`src/rtl/ofs_pkg.sv`:
```
package ofs_pkg;
  localparam int IW = 16;

  typedef enum logic [2:0] {
    SK_REG,
    SK_CONST,
    SK_INDEX,
    SK_IND,
    SK_AUTO,
    SK_IMM
  } src_kind_e;

  typedef enum logic [2:0] {
    ST_IDLE,
    ST_SEXT,
    ST_SRD,
    ST_DEXT,
    ST_DRD,
    ST_DONE
  } seq_state_e;

  localparam logic [3:0] REG_PC = 4'd0;
  localparam logic [3:0] REG_SR = 4'd2;
  localparam logic [3:0] REG_CG = 4'd3;
endpackage

```
`src/rtl/ofs_decode.sv`:
```
module ofs_decode
  import ofs_pkg::*;
#(
  parameter int W = 16
) (
  input  logic [IW-1:0]     word,
  output logic [3:0]        opcode,
  output logic [3:0]        sreg,
  output logic              dmode,
  output logic              bw,
  output logic [1:0]        smode,
  output logic [3:0]        dreg,
  output src_kind_e         skind,
  output logic [W-1:0]      cval
);
  assign opcode = word[15:12];
  assign sreg   = word[11:8];
  assign dmode  = word[7];
  assign bw     = word[6];
  assign smode  = word[5:4];
  assign dreg   = word[3:0];

  always_comb begin
    if (sreg == REG_CG || (sreg == REG_SR && smode[1]))
      skind = SK_CONST;
    else begin
      case (smode)
        2'b00:   skind = SK_REG;
        2'b01:   skind = SK_INDEX;
        2'b10:   skind = SK_IND;
        default: skind = (sreg == REG_PC) ? SK_IMM : SK_AUTO;
      endcase
    end
  end

  always_comb begin
    if (sreg == REG_CG) begin
      case (smode)
        2'b00:   cval = '0;
        2'b01:   cval = W'(1);
        2'b10:   cval = W'(2);
        default: cval = '1;
      endcase
    end else begin
      cval = smode[0] ? W'(8) : W'(4);
    end
  end
endmodule

```
`src/rtl/ofs_lane.sv`:
```
module ofs_lane #(
  parameter int W = 16
) (
  input  logic [W-1:0] word,
  input  logic         odd,
  input  logic         byte_mode,
  output logic [W-1:0] val
);
  localparam int H = W / 2;

  always_comb begin
    if (byte_mode)
      val = {{(W-H){1'b0}}, (odd ? word[W-1:H] : word[H-1:0])};
    else
      val = word;
  end
endmodule

```
`src/rtl/fmt1_operand_seq.sv`:
```
module fmt1_operand_seq
  import ofs_pkg::*;
#(
  parameter int W = 16
) (
  input  logic          clk,
  input  logic          rst_n,
  input  logic          ins_valid,
  output logic          ins_ready,
  input  logic [IW-1:0] ins_word,
  input  logic [W-1:0]  ins_pc,
  output logic [3:0]    reg_a_sel,
  input  logic [W-1:0]  reg_a_data,
  output logic [3:0]    reg_b_sel,
  input  logic [W-1:0]  reg_b_data,
  output logic          mem_valid,
  input  logic          mem_ready,
  output logic [W-1:0]  mem_addr,
  input  logic [W-1:0]  mem_rdata,
  output logic          out_valid,
  input  logic          out_ready,
  output logic [W-1:0]  out_src,
  output logic [W-1:0]  out_dst,
  output logic [3:0]    out_opcode,
  output logic          out_byte,
  output logic          out_dmode,
  output logic [3:0]    out_dreg,
  output logic [W-1:0]  out_pc,
  output logic          out_inc_en,
  output logic [3:0]    out_inc_reg,
  output logic [W-1:0]  out_inc_val
);
  localparam logic [W-1:0] STEP_W = W'(2);
  localparam logic [W-1:0] STEP_B = W'(1);

  logic [3:0]   d_op, d_sreg, d_dreg;
  logic         d_dmode, d_bw;
  logic [1:0]   d_smode;
  src_kind_e    d_kind;
  logic [W-1:0] d_cval;

  ofs_decode #(.W(W)) u_dec (
    .word(ins_word), .opcode(d_op), .sreg(d_sreg), .dmode(d_dmode),
    .bw(d_bw), .smode(d_smode), .dreg(d_dreg), .skind(d_kind), .cval(d_cval)
  );

  seq_state_e   state;
  src_kind_e    kind_q;
  logic [W-1:0] pc, addr, sval, dval, rb;
  logic [3:0]   op_q, sreg_q, dreg_q;
  logic         bw_q, ad_q, inc_en;
  logic [W-1:0] inc_val;

  logic         accept, mem_fire;
  logic [W-1:0] rega_eff, regb_eff, src_pick;
  logic [W-1:0] src_now, dst_now, mem_val, dst_fwd, inc_next, dbase;

  assign reg_a_sel = d_sreg;
  assign reg_b_sel = d_dreg;
  assign rega_eff  = (d_sreg == REG_PC) ? ins_pc : reg_a_data;
  assign regb_eff  = (d_dreg == REG_PC) ? ins_pc : reg_b_data;
  assign src_pick  = (d_kind == SK_CONST) ? d_cval : rega_eff;

  assign ins_ready = (state == ST_IDLE);
  assign accept    = ins_valid && ins_ready;
  assign mem_valid = (state == ST_SEXT) || (state == ST_SRD) ||
                     (state == ST_DEXT) || (state == ST_DRD);
  assign mem_fire  = mem_valid && mem_ready;
  assign mem_addr  = (state == ST_SEXT || state == ST_DEXT) ? pc : addr;
  assign inc_next  = addr + (bw_q ? STEP_B : STEP_W);

  ofs_lane #(.W(W)) u_src_lane (
    .word(src_pick), .odd(1'b0), .byte_mode(d_bw), .val(src_now));
  ofs_lane #(.W(W)) u_dst_lane (
    .word(regb_eff), .odd(1'b0), .byte_mode(d_bw), .val(dst_now));
  ofs_lane #(.W(W)) u_mem_lane (
    .word(mem_rdata), .odd(mem_addr[0]),
    .byte_mode(bw_q && (state == ST_SRD || state == ST_DRD)), .val(mem_val));
  ofs_lane #(.W(W)) u_fwd_lane (
    .word(inc_next), .odd(1'b0), .byte_mode(bw_q), .val(dst_fwd));

  // Destination index base: absolute, PC-relative, forwarded increment, or register.
  always_comb begin
    if (dreg_q == REG_SR)
      dbase = '0;
    else if (dreg_q == REG_PC)
      dbase = pc;
    else if (inc_en && dreg_q == sreg_q)
      dbase = inc_val;
    else
      dbase = rb;
  end

  always_ff @(posedge clk or negedge rst_n) begin
    if (!rst_n) begin
      state   <= ST_IDLE;
      kind_q  <= SK_REG;
      pc      <= '0;
      addr    <= '0;
      sval    <= '0;
      dval    <= '0;
      rb      <= '0;
      op_q    <= '0;
      sreg_q  <= '0;
      dreg_q  <= '0;
      bw_q    <= 1'b0;
      ad_q    <= 1'b0;
      inc_en  <= 1'b0;
      inc_val <= '0;
    end else begin
      case (state)
        ST_IDLE: if (accept) begin
          op_q   <= d_op;
          sreg_q <= d_sreg;
          dreg_q <= d_dreg;
          bw_q   <= d_bw;
          ad_q   <= d_dmode;
          kind_q <= d_kind;
          pc     <= ins_pc;
          rb     <= regb_eff;
          dval   <= dst_now;
          sval   <= src_now;
          inc_en <= 1'b0;
          case (d_kind)
            SK_REG, SK_CONST: state <= d_dmode ? ST_DEXT : ST_DONE;
            SK_INDEX: begin
              addr  <= (d_sreg == REG_SR) ? '0 : rega_eff;
              state <= ST_SEXT;
            end
            SK_IMM: begin
              addr  <= ins_pc;
              state <= ST_SRD;
            end
            default: begin
              addr  <= rega_eff;
              state <= ST_SRD;
            end
          endcase
        end
        ST_SEXT: if (mem_fire) begin
          addr  <= addr + mem_rdata;
          pc    <= pc + STEP_W;
          state <= ST_SRD;
        end
        ST_SRD: if (mem_fire) begin
          sval <= mem_val;
          if (kind_q == SK_IMM)
            pc <= pc + STEP_W;
          if (kind_q == SK_AUTO) begin
            inc_en  <= 1'b1;
            inc_val <= inc_next;
            if (dreg_q == sreg_q && !ad_q)
              dval <= dst_fwd;
          end
          state <= ad_q ? ST_DEXT : ST_DONE;
        end
        ST_DEXT: if (mem_fire) begin
          addr  <= dbase + mem_rdata;
          pc    <= pc + STEP_W;
          state <= ST_DRD;
        end
        ST_DRD: if (mem_fire) begin
          dval  <= mem_val;
          state <= ST_DONE;
        end
        ST_DONE: if (out_ready) state <= ST_IDLE;
        default: state <= ST_IDLE;
      endcase
    end
  end

  assign out_valid   = (state == ST_DONE);
  assign out_src     = sval;
  assign out_dst     = dval;
  assign out_opcode  = op_q;
  assign out_byte    = bw_q;
  assign out_dmode   = ad_q;
  assign out_dreg    = dreg_q;
  assign out_pc      = pc;
  assign out_inc_en  = inc_en;
  assign out_inc_reg = sreg_q;
  assign out_inc_val = inc_val;

  // a stalled request holds its address
  p_mem_hold_r13: assert property (@(posedge clk) disable iff (!rst_n)
    mem_valid && !mem_ready |=> mem_valid && $stable(mem_addr));

  // result held under output back-pressure
  p_out_hold_r1: assert property (@(posedge clk) disable iff (!rst_n)
    out_valid && !out_ready |=> out_valid && $stable(out_src) &&
                                $stable(out_dst) && $stable(out_pc));

  // idle side never overlaps a request or a result
  p_idle_quiet_r1: assert property (@(posedge clk) disable iff (!rst_n)
    ins_ready |-> !mem_valid && !out_valid);

  // register to register completes the next cycle
  p_reg_fast_r3: assert property (@(posedge clk) disable iff (!rst_n)
    accept && d_kind == SK_REG && !d_dmode |=> out_valid);

  // constant source with register destination needs no memory
  p_const_nomem_r4: assert property (@(posedge clk) disable iff (!rst_n)
    accept && d_kind == SK_CONST && !d_dmode |=> out_valid && !mem_valid);

  // only a post-increment source reports an increment
  p_inc_auto_r8: assert property (@(posedge clk) disable iff (!rst_n)
    out_valid && out_inc_en |-> kind_q == SK_AUTO);
endmodule

```
`config.mk`:
```
export PLATFORM = sky130hd
export DESIGN_NAME = fmt1_operand_seq
export DESIGN_NICKNAME = d
export VERILOG_FILES = /design/src/rtl/ofs_pkg.sv /design/src/rtl/ofs_decode.sv /design/src/rtl/ofs_lane.sv /design/src/rtl/fmt1_operand_seq.sv
export SDC_FILE = /design/constraint.sdc
export NUM_CORES = 1
export LEC_CHECK = 0
export BUFFER_PORTS_ARGS = -buffer_cell sky130_fd_sc_hd__buf_2
export CAP_MARGIN = 40
export CORE_ASPECT_RATIO = 1.2
export CORE_MARGIN = 2
export CORE_UTILIZATION = 50
export CTS_BUF_LIST = sky130_fd_sc_hd__clkbuf_4 sky130_fd_sc_hd__clkbuf_8
export DETAILED_ROUTE_END_ITERATION = 8
export HOLD_SLACK_MARGIN = 0.1
export PLACE_DENSITY = 0.75
export SYNTH_ARGS = -nofsm -noshare
export SYNTH_HDL_FRONTEND = slang
export SYNTH_SLANG_ARGS = --single-unit
```
`constraint.sdc`:
```
create_clock -name clk -period 6.85 [get_ports clk]
set_input_delay 1.7125 -clock clk [delete_from_list [all_inputs] [get_ports clk]]
set_output_delay 1.7125 -clock clk [all_outputs]
set_load 0.01 [all_outputs]
```
# Word level (Yosys, flattened, before mapping)
# Index checks and enable logic that the tools add are counted.
[word_totals] in_bits=85 output_inout_bits=106 regBits=117 elab_cells=130
[classes] n_addsub=4 n_mux=52 reduce_logical=33 n_eq_ne=27
[ops] cell="$mux 16" n=26
[ops] cell="$pmux 16 s3" n=5
[ops] cell="$add 16x16->16" n=2
[ops] cell="$pmux 16 s2" n=1
[ops] cell="$mux 3" n=9
[ops] cell="$pmux 3 s6" n=1
[ops] cell="$add 16x2->16" n=1
[ops] cell="$add 16x2->16 const B" n=1
[ops] cell="$eq 3x3->1 const B" n=5
[ops] cell="$eq 4x2->1 const B" n=3
[ops] cell="$logic_not 4->1" n=3
[ops] cell="$ne 2x1->1 const B" n=6
[ops] cell="$reduce_and 6->1" n=2
[ops] cell="$ne 2x2->1 const B" n=5
[ops] cell="$reduce_and 5->1" n=2
[ops] cell="$eq 3x2->1 const B" n=3
[ops] cell="$pmux 3 s3" n=1
[ops] cell="$reduce_bool 3->1" n=3
[ops] cell="$mux 8" n=1
[ops] cell="$eq 3x1->1 const B" n=2
[ops] cell="$logic_and 1x1->1" n=6
[ops] cell="$logic_not 3->1" n=2
[ops] cell="$logic_or 1x1->1" n=6
[ops] cell="$pmux 3 s2" n=1
[ops] cell="14 further kinds" n=19

# Depth between registers and ports, before layout
# Gate-level depths: netlist of the first run.
[depth] ltp_word=9 mapped_depth=16 ltp_nobuf=15

# Cells and area by module
# A second synthesis of the first run with hierarchy kept.
[hier_totals] cells_unflattened=991 hier_area_um2=8804.7
[by_module_without_submodules] module="fmt1_operand_seq" n_inst=1 area_each_um2=7780.0 seq_area_each_um2=2927.8 cells_per_inst=876
[by_module_without_submodules] module="ofs_lane" n_inst=4 area_each_um2=171.4 seq_area_each_um2=0.0 cells_per_inst=17
[by_module_without_submodules] module="ofs_decode" n_inst=1 area_each_um2=339.1 seq_area_each_um2=0.0 cells_per_inst=47

# Worst setup path after synthesis of the first run
# Ideal clock, no wire load.
[synth_timing] path_kind="input -> output" startpoint="input port ins_word[8]" endpoint="output port reg_a_sel[0]" path_stages=1 required_ns=5.137 n_path_buf=1 slack_ns=3.306 arrival_ns=1.832 path_cell_list="buf_4"
[synth_rtl] item="start, declared" line="fmt1_operand_seq.sv:10" rtl="input logic [IW-1:0] ins_word,"
[synth_rtl] item="end, declared" line="fmt1_operand_seq.sv:12" rtl="output logic [3:0] reg_a_sel,"
# No word-level cell between the ends.

# Final worst setup path of the first run
[layout_timing] startpoint="register state[0]" endpoint="register addr[14]"
[layout_via] elab_chain_len=7 word_cells_on_any_way=17 classes_between="eq/ne: 8; mux: 1; reduce/logical: 8"
[layout_rtl] item="start, declared" line="fmt1_operand_seq.sv:47" rtl="seq_state_e state;"
[layout_rtl] item="start signal, assigned" line="fmt1_operand_seq.sv:125" rtl="SK_REG, SK_CONST: state <= d_dmode ? ST_DEXT : ST_DONE;"
[layout_rtl] item="start signal, assigned" line="fmt1_operand_seq.sv:155" rtl="state <= ad_q ? ST_DEXT : ST_DONE;"
[layout_rtl] item="$eq 3x1->1 or $eq 3x2->1 (tied branches)" line="fmt1_operand_seq.sv:66, fmt1_operand_seq.sv:111"
[layout_rtl] item="$logic_or 1x1->1 (2 in series)" line="fmt1_operand_seq.sv:66" rtl="assign mem_valid = (state == ST_SEXT) || (state == ST_SRD) ||"
[layout_rtl] item="$logic_or 1x1->1" line="fmt1_operand_seq.sv:67" rtl="(state == ST_DEXT) || (state == ST_DRD);"
[layout_rtl] item="$logic_and 1x1->1" line="fmt1_operand_seq.sv:68" rtl="assign mem_fire = mem_valid && mem_ready;"
[layout_rtl] item="$ne 2x2->1 (no line)"
[layout_rtl] item="$reduce_and 5->1 (no line)"
[layout_rtl] item="end signal, assigned" line="fmt1_operand_seq.sv:127" rtl="addr <= (d_sreg == REG_SR) ? '0 : rega_eff;"
[layout_rtl] item="end signal, assigned" line="fmt1_operand_seq.sv:131" rtl="addr <= ins_pc;"
[layout_rtl] item="end signal, assigned" line="fmt1_operand_seq.sv:135" rtl="addr <= rega_eff;"
[layout_rtl] item="end, declared" line="fmt1_operand_seq.sv:49" rtl="logic [W-1:0] pc, addr, sval, dval, rb;"
# Parallel ways exist; a longest one is shown, timed or not.
# A chain may end at the register's enable or synchronous reset.

==> results of run 1 <==
==> stage by stage <==
step,hold slack (ns),power [mW],cells
2_1_floorplan,0.4309,3.014,917
5_1_grt,0.4978,4.908,1294
4_1_cts,0.4741,4.554,1294
3_3_place_gp,0.4556,3.814,1258
3_5_place_dp,0.4551,3.869,1262
6_report,0.4711,4.580,1294
==> critical path, cell delays in order, from the launching register on <==
cell	delay, ns
dfrtp_1	0.70
nor2b_4	0.24
buf_4	0.48
nand2_1	0.56
a21oi_1	0.29
buf_4	0.26
a22o_1	0.16
ha_1	0.29
o21a_1	0.21
o21ai_0	0.23
a31oi_1	0.09
a221oi_1	0.44
o21ai_0	0.20
xnor2_1	0.15
a31oi_1	0.09
==> report_power, final <==
part           internal, mW  switching (mW)
sequential            0.997           0.394
combinational          1.04            1.47
clock                 0.344           0.341
total                  2.38            2.20
==> layer usage <==
metal  part of all wire [%]  GRT usage [%]  wire length [um]  vias up
met5                      0              0                 0        -
met4                    6.6          20.93              1875        0
met3                    8.8          6.490              2483      127
met2                     47          53.99             13340      483
met1                     37          41.29             10590     3737
li1                       -              -                 -     3621
==> cell type report <==
cell class | count | area, um^2 | share of cell area, %
well taps | 208 | 260.3 | 2.758
multi-input cells | 719 | 4695 | 49.75
repair buffers | 203 | 1082 | 11.47
clock buffers | 18 | 247.7 | 2.625
inverters | 15 | 56.30 | 0.5967
flip-flops and latches | 117 | 2928 | 31.03
clock inverters | 14 | 167.7 | 1.777
==> kinds of logic after synthesis <==
kind of cell / Yosys count / share of synthesized area (%)
AO/OA/AOI/OAI: 282 / 22.09
XOR/XNOR: 34 / 3.733
adder cells (fa/ha/maj): 25 / 4.110
buffers and inverters: 81 / 4.925
flip-flops: 117 / 36.71
multiplexers: 88 / 11.59
AND/OR/NAND/NOR: 290 / 16.85
==> worst max path at each step <==
stage / startpoint / to / slack [ns] / cells after the start
after floorplan: ins_word[8] / reg_a_sel[0] / 3.31 / 1
after global placement: state[0]$_DFFE_PN0P_ / addr[14]$_DFFE_PN0P_ / 2.65 / 14
after detailed placement: state[0]$_DFFE_PN0P_ / addr[14]$_DFFE_PN0P_ / 2.46 / 14
after CTS: state[0]$_DFFE_PN0P_ / addr[14]$_DFFE_PN0P_ / 2.44 / 14
after global routing: state[0]$_DFFE_PN0P_ / addr[14]$_DFFE_PN0P_ / 2.04 / 14
final: state[0]$_DFFE_PN0P_ / addr[14]$_DFFE_PN0P_ / 2.31 / 14
==> cell usage in the layout, fill, tap and decap left out, types with 18 or more instances in the layout <==
| cell type | n |
|---|---|
| buf_2 | 189 |
| nand2_1 | 177 |
| dfrtp_1 | 117 |
| o21ai_0 | 101 |
| a21oi_1 | 57 |
| mux2i_1 | 53 |
| mux2_2 | 35 |
| nor2_1 | 31 |
| ha_1 | 23 |
| nand3_1 | 22 |
| xnor2_1 | 18 |
| a21o_1 | 18 |
| clkbuf_8 | 18 |
==> reports/metrics.cfg, run 1 <==
[critical_path]
r2r-end=addr[14]$_DFFE_PN0P_
endpoint_kind=flop
crit_fanout=50
rrSetupSlack_ns=2.31
cp_data_required_time_ns=7.18
crit_type=reg -> reg
worstPathArrival_ns=4.88
rr_worst_depth=14
r2r-start=state[0]$_DFFE_PN0P_
worst_setup_path_start_kind=flop

[clock_tree]
clock_sinks=117
numCtsBuffers=17
insertion_delay_ns=0.47
cts_tree=done
cts_setup_buffers=0
clock-root-buffer=clkbuf_8
cts_resized=0
clk_pin_slew_ns=0.08
hold_buffers=0
ctsLongestPathBuffers=2
ctsHtreeMaxLevel=4

[logic_synthesis]
synth_common_cells=nand2_1, dfrtp_1, o21ai_0, a21oi_1, mux2i_1
synth_seq_cells=117
netlist_instances=917
syn_area_per_cell_um2=8.698
yosys.area.top_type=dfrtp_1
synthFlopType=dfrtp_1
ys_warn_count=0
synth_nets=1027
synth_top_area_share_pct=36.71
ys_seq_area_share_pct=36.71
async_flop_share_pct=100.0
syn_area_um2=7976
synth_area_leaders=dfrtp_1, nand2_1, mux2i_1
synth_enable_flop_cells=0
netlist-cell-type-count=61
yosysMostFrequentCell=nand2_1

[timing]
timing.final.crit_share_pct=66.31
fin_worst_skew_ns=0.01139
worst_pin_slew_ns=0.9341
rsz0062_at_grt=false
slew_violations=0
relSlewSlack_pct=37.73
tns_ns=0
hold_violations=0
fin_crit_ns=4.542
worst_slack_ns=2.308
finalSetupViolCount=0
max_freq_mhz=220.2

[finish]
area_growth_pct=18.31
fin_util_pct=60.34
n_antenna_cell=0
drive_gt1_share_pct=26.70
nFillCells=1471
nets=1183
fin_area_um2=9437

[floorplanning]
die_w_um=119.3
dieArea_um2=16980
die_h_um=142.4
core_um2=15640
ios=191
num_rows=50
start_util_pct=51.00

[status]
status=complete, no violations

[hold_path]
min_to=kind_q[2]$_DFFE_PN0P_
min_from=kind_q[2]$_DFFE_PN0P_
min_path_type=reg -> reg
holdPathStages=2

[routing]
vias=7968
totalWireLength_um=28290
viasPerCell=6.158
dr.pass1.iters=5
drt-initial-drc-count=780
drc=0
wire_per_inst_um=21.86
ant_nets=0

[placed_design]
dp_slack_ns=2.460
numPortBuffers=190
dp_hpwl_um=21500
place.gp.congestion=1.047
place_area_um2=9021

[global_route]
grt_util_all_layers_pct=33.44
antenna_found_initial=0
overflow=0
grt_pass1_wl_um=43050
grt_pass1_vias=7723
grt_max_degree=69

[power_and_ir_drop]
cellLeakagePower_nw=4.485
ir_worst_vdd_v=0.0003596
power.density_nw_per_um2=485.4

[job]
max_cap_violations=0

No activity file was read; power rests on OpenSTA's default activity.
==> inputs of run 2 (changes only) <==
- PLACE_DENSITY: 0.75 -> 0.78
- clock period: 6.85 -> 4 ns (I/O delays scaled with it)
==> reports/metrics.cfg, run 2 (synthesis gave the netlist of run 1 again) <==
[critical_path]
path_buf_inv=1
r2r-start=out_dreg[3]$_DFFE_PN0P_
crit_slowest_cell=dfrtp_1
path_delay_family=compound AO/OA/AOI/OAI gates
cp-endpoint=addr[14]$_DFFE_PN0P_
rrSetupSlack_ns=0.32
crit_cells=15
rr_worst_depth=15
crit_type=reg -> reg
crit_fanout=14
worstPathArrival_ns=4.02
cp_data_required_time_ns=4.34
crit_chain=xor2_1 -> nor4_4 -> nand2_2 -> buf_4 -> mux2i_1 -> o21ai_0 -> a22o_1 -> fa_1 -> a21o_1 -> nand4_1 -> a31oi_1 -> a221oi_1 -> o21ai_0 -> xnor2_1 -> a31oi_1
slowest_delay_ns=0.46
endpoint_kind=flop
worst_setup_path_start_kind=flop
r2r-end=addr[14]$_DFFE_PN0P_
cp-startpoint=out_dreg[3]$_DFFE_PN0P_

[timing]
tns_ns=0
whs_ns=0.4783
fin_worst_skew_ns=0.01302
fin_crit_ns=3.677
max_freq_mhz=272.0
slew_violations=0
finalSetupViolCount=0
hold_violations=0
worst_pin_slew_ns=0.7676
rsz0062_at_grt=false
relSlewSlack_pct=48.44
timing.final.crit_share_pct=91.93

[power_and_ir_drop]
combPwrFrac_pct=56.0
p_seq_share_pct=29.9
p_switching_mw=3.746
power_frac_clock_pct=14.2
ir_worst_vdd_v=0.0003963
internal-power_mw=4.038
p_total_mw=7.784
swShare_pct=48.12
cellLeakagePower_nw=4.520
power.density_nw_per_um2=822.8

[clock_tree]
cts_resized=0
insertion_delay_ns=0.47
numCtsBuffers=17
ctsLongestPathBuffers=2
clock_sinks=117
clk_pin_slew_ns=0.09
clock-root-buffer=clkbuf_8
cts_tree=done
ctsHtreeMaxLevel=4
cts_setup_buffers=0
hold_buffers=0

[floorplanning]
die_w_um=119.3
die_h_um=142.4
dieArea_um2=16980
num_rows=50
start_util_pct=51.00
core_um2=15640
ios=191

[placed_design]
numPortBuffers=190
place_area_um2=9071
place.gp.congestion=1.009
dp_hpwl_um=21400

[routing]
vias=7870
totalWireLength_um=27770
drt-initial-drc-count=662
drc=0
viasPerCell=6.040
wire_per_inst_um=21.31
ant_nets=0
dr.pass1.iters=7

[finish]
final_cell_mix=buf_2, nand2_1, dfrtp_1, o21ai_0, a21oi_1
fin_util_pct=60.49
nets=1192
final_common_cell=buf_2
fin_area_um2=9460
drive_gt1_share_pct=27.21
n_antenna_cell=0
area_growth_pct=18.60

[hold_path]
min_path_type=reg -> reg

[status]
status=complete, no violations

[global_route]
antenna_found_initial=0
grt_util_all_layers_pct=32.97
grt_max_degree=62
overflow=0
grt_pass1_wl_um=41940
grt_pass1_vias=7500

[job]
max_cap_violations=0

run 2: layer usage:
layer | share of wire (%) | GRT usage [%] | vias up
met5 | 0 | 0 | -
met3 | 7.8 | 6.330 | 98
met2 | 48 | 54.99 | 432
li1 | - | - | 3653
met1 | 39 | 39.61 | 3687
met4 | 5.9 | 19.88 | 0
run 2: how the worst min path moves through the flow:
stage | cells past startpoint | startpoint | endpoint | slack [ns]
3_3_place_gp | 2 | kind_q[2]$_DFFE_PN0P_ | kind_q[2]$_DFFE_PN0P_ | 0.45
2_1_floorplan | 2 | kind_q[2]$_DFFE_PN0P_ | kind_q[2]$_DFFE_PN0P_ | 0.43
6_report | 2 | kind_q[2]$_DFFE_PN0P_ | kind_q[2]$_DFFE_PN0P_ | 0.48
3_5_place_dp | 2 | kind_q[2]$_DFFE_PN0P_ | kind_q[2]$_DFFE_PN0P_ | 0.46
4_1_cts | 2 | kind_q[2]$_DFFE_PN0P_ | kind_q[2]$_DFFE_PN0P_ | 0.48
5_1_grt | 2 | rb[9]$_DFFE_PN0P_ | rb[9]$_DFFE_PN0P_ | 0.51
run 2: worst register-to-register path, delay by kind of cell, from the launching register on:
kind,cells,cell delay [ns]
XOR/XNOR,2,0.37
AND/OR/NAND/NOR,3,0.58
flip-flops,1,0.46
adder cells (fa/ha/maj),1,0.44
AO/OA/AOI/OAI,7,1.29
buffers and inverters,1,0.23
multiplexers,1,0.18
run 2: power by group through the flow:
stage | clock network (mW) | logic, mW | registers (mW)
2_1_floorplan | 0 | 2.89 | 2.27
3_3_place_gp | 0 | 4.23 | 2.33
3_5_place_dp | 0 | 4.30 | 2.33
4_1_cts | 1.11 | 4.32 | 2.31
5_1_grt | 1.17 | 4.78 | 2.39
6_report | 1.10 | 4.36 | 2.33
run 2: area by class of cell:
cell class                      count  area, um^2
Fill cell                        1437        6180
Multi-Input combinational cell    719        4692
Sequential cell                   117        2928
Timing Repair Buffer              212        1135
Tap cell                          208       260.3
Clock buffer                       18       247.7
Clock inverter                     14       141.4
Inverter                           15       56.30
run 2: metrics by stage:
step,worst slack [ns],instances
finish,0.3229,1303
global route,0.04971,1303
CTS,0.3076,1303
detailed placement,0.3166,1271
global placement,0.3879,1270
floorplan,0.5273,917
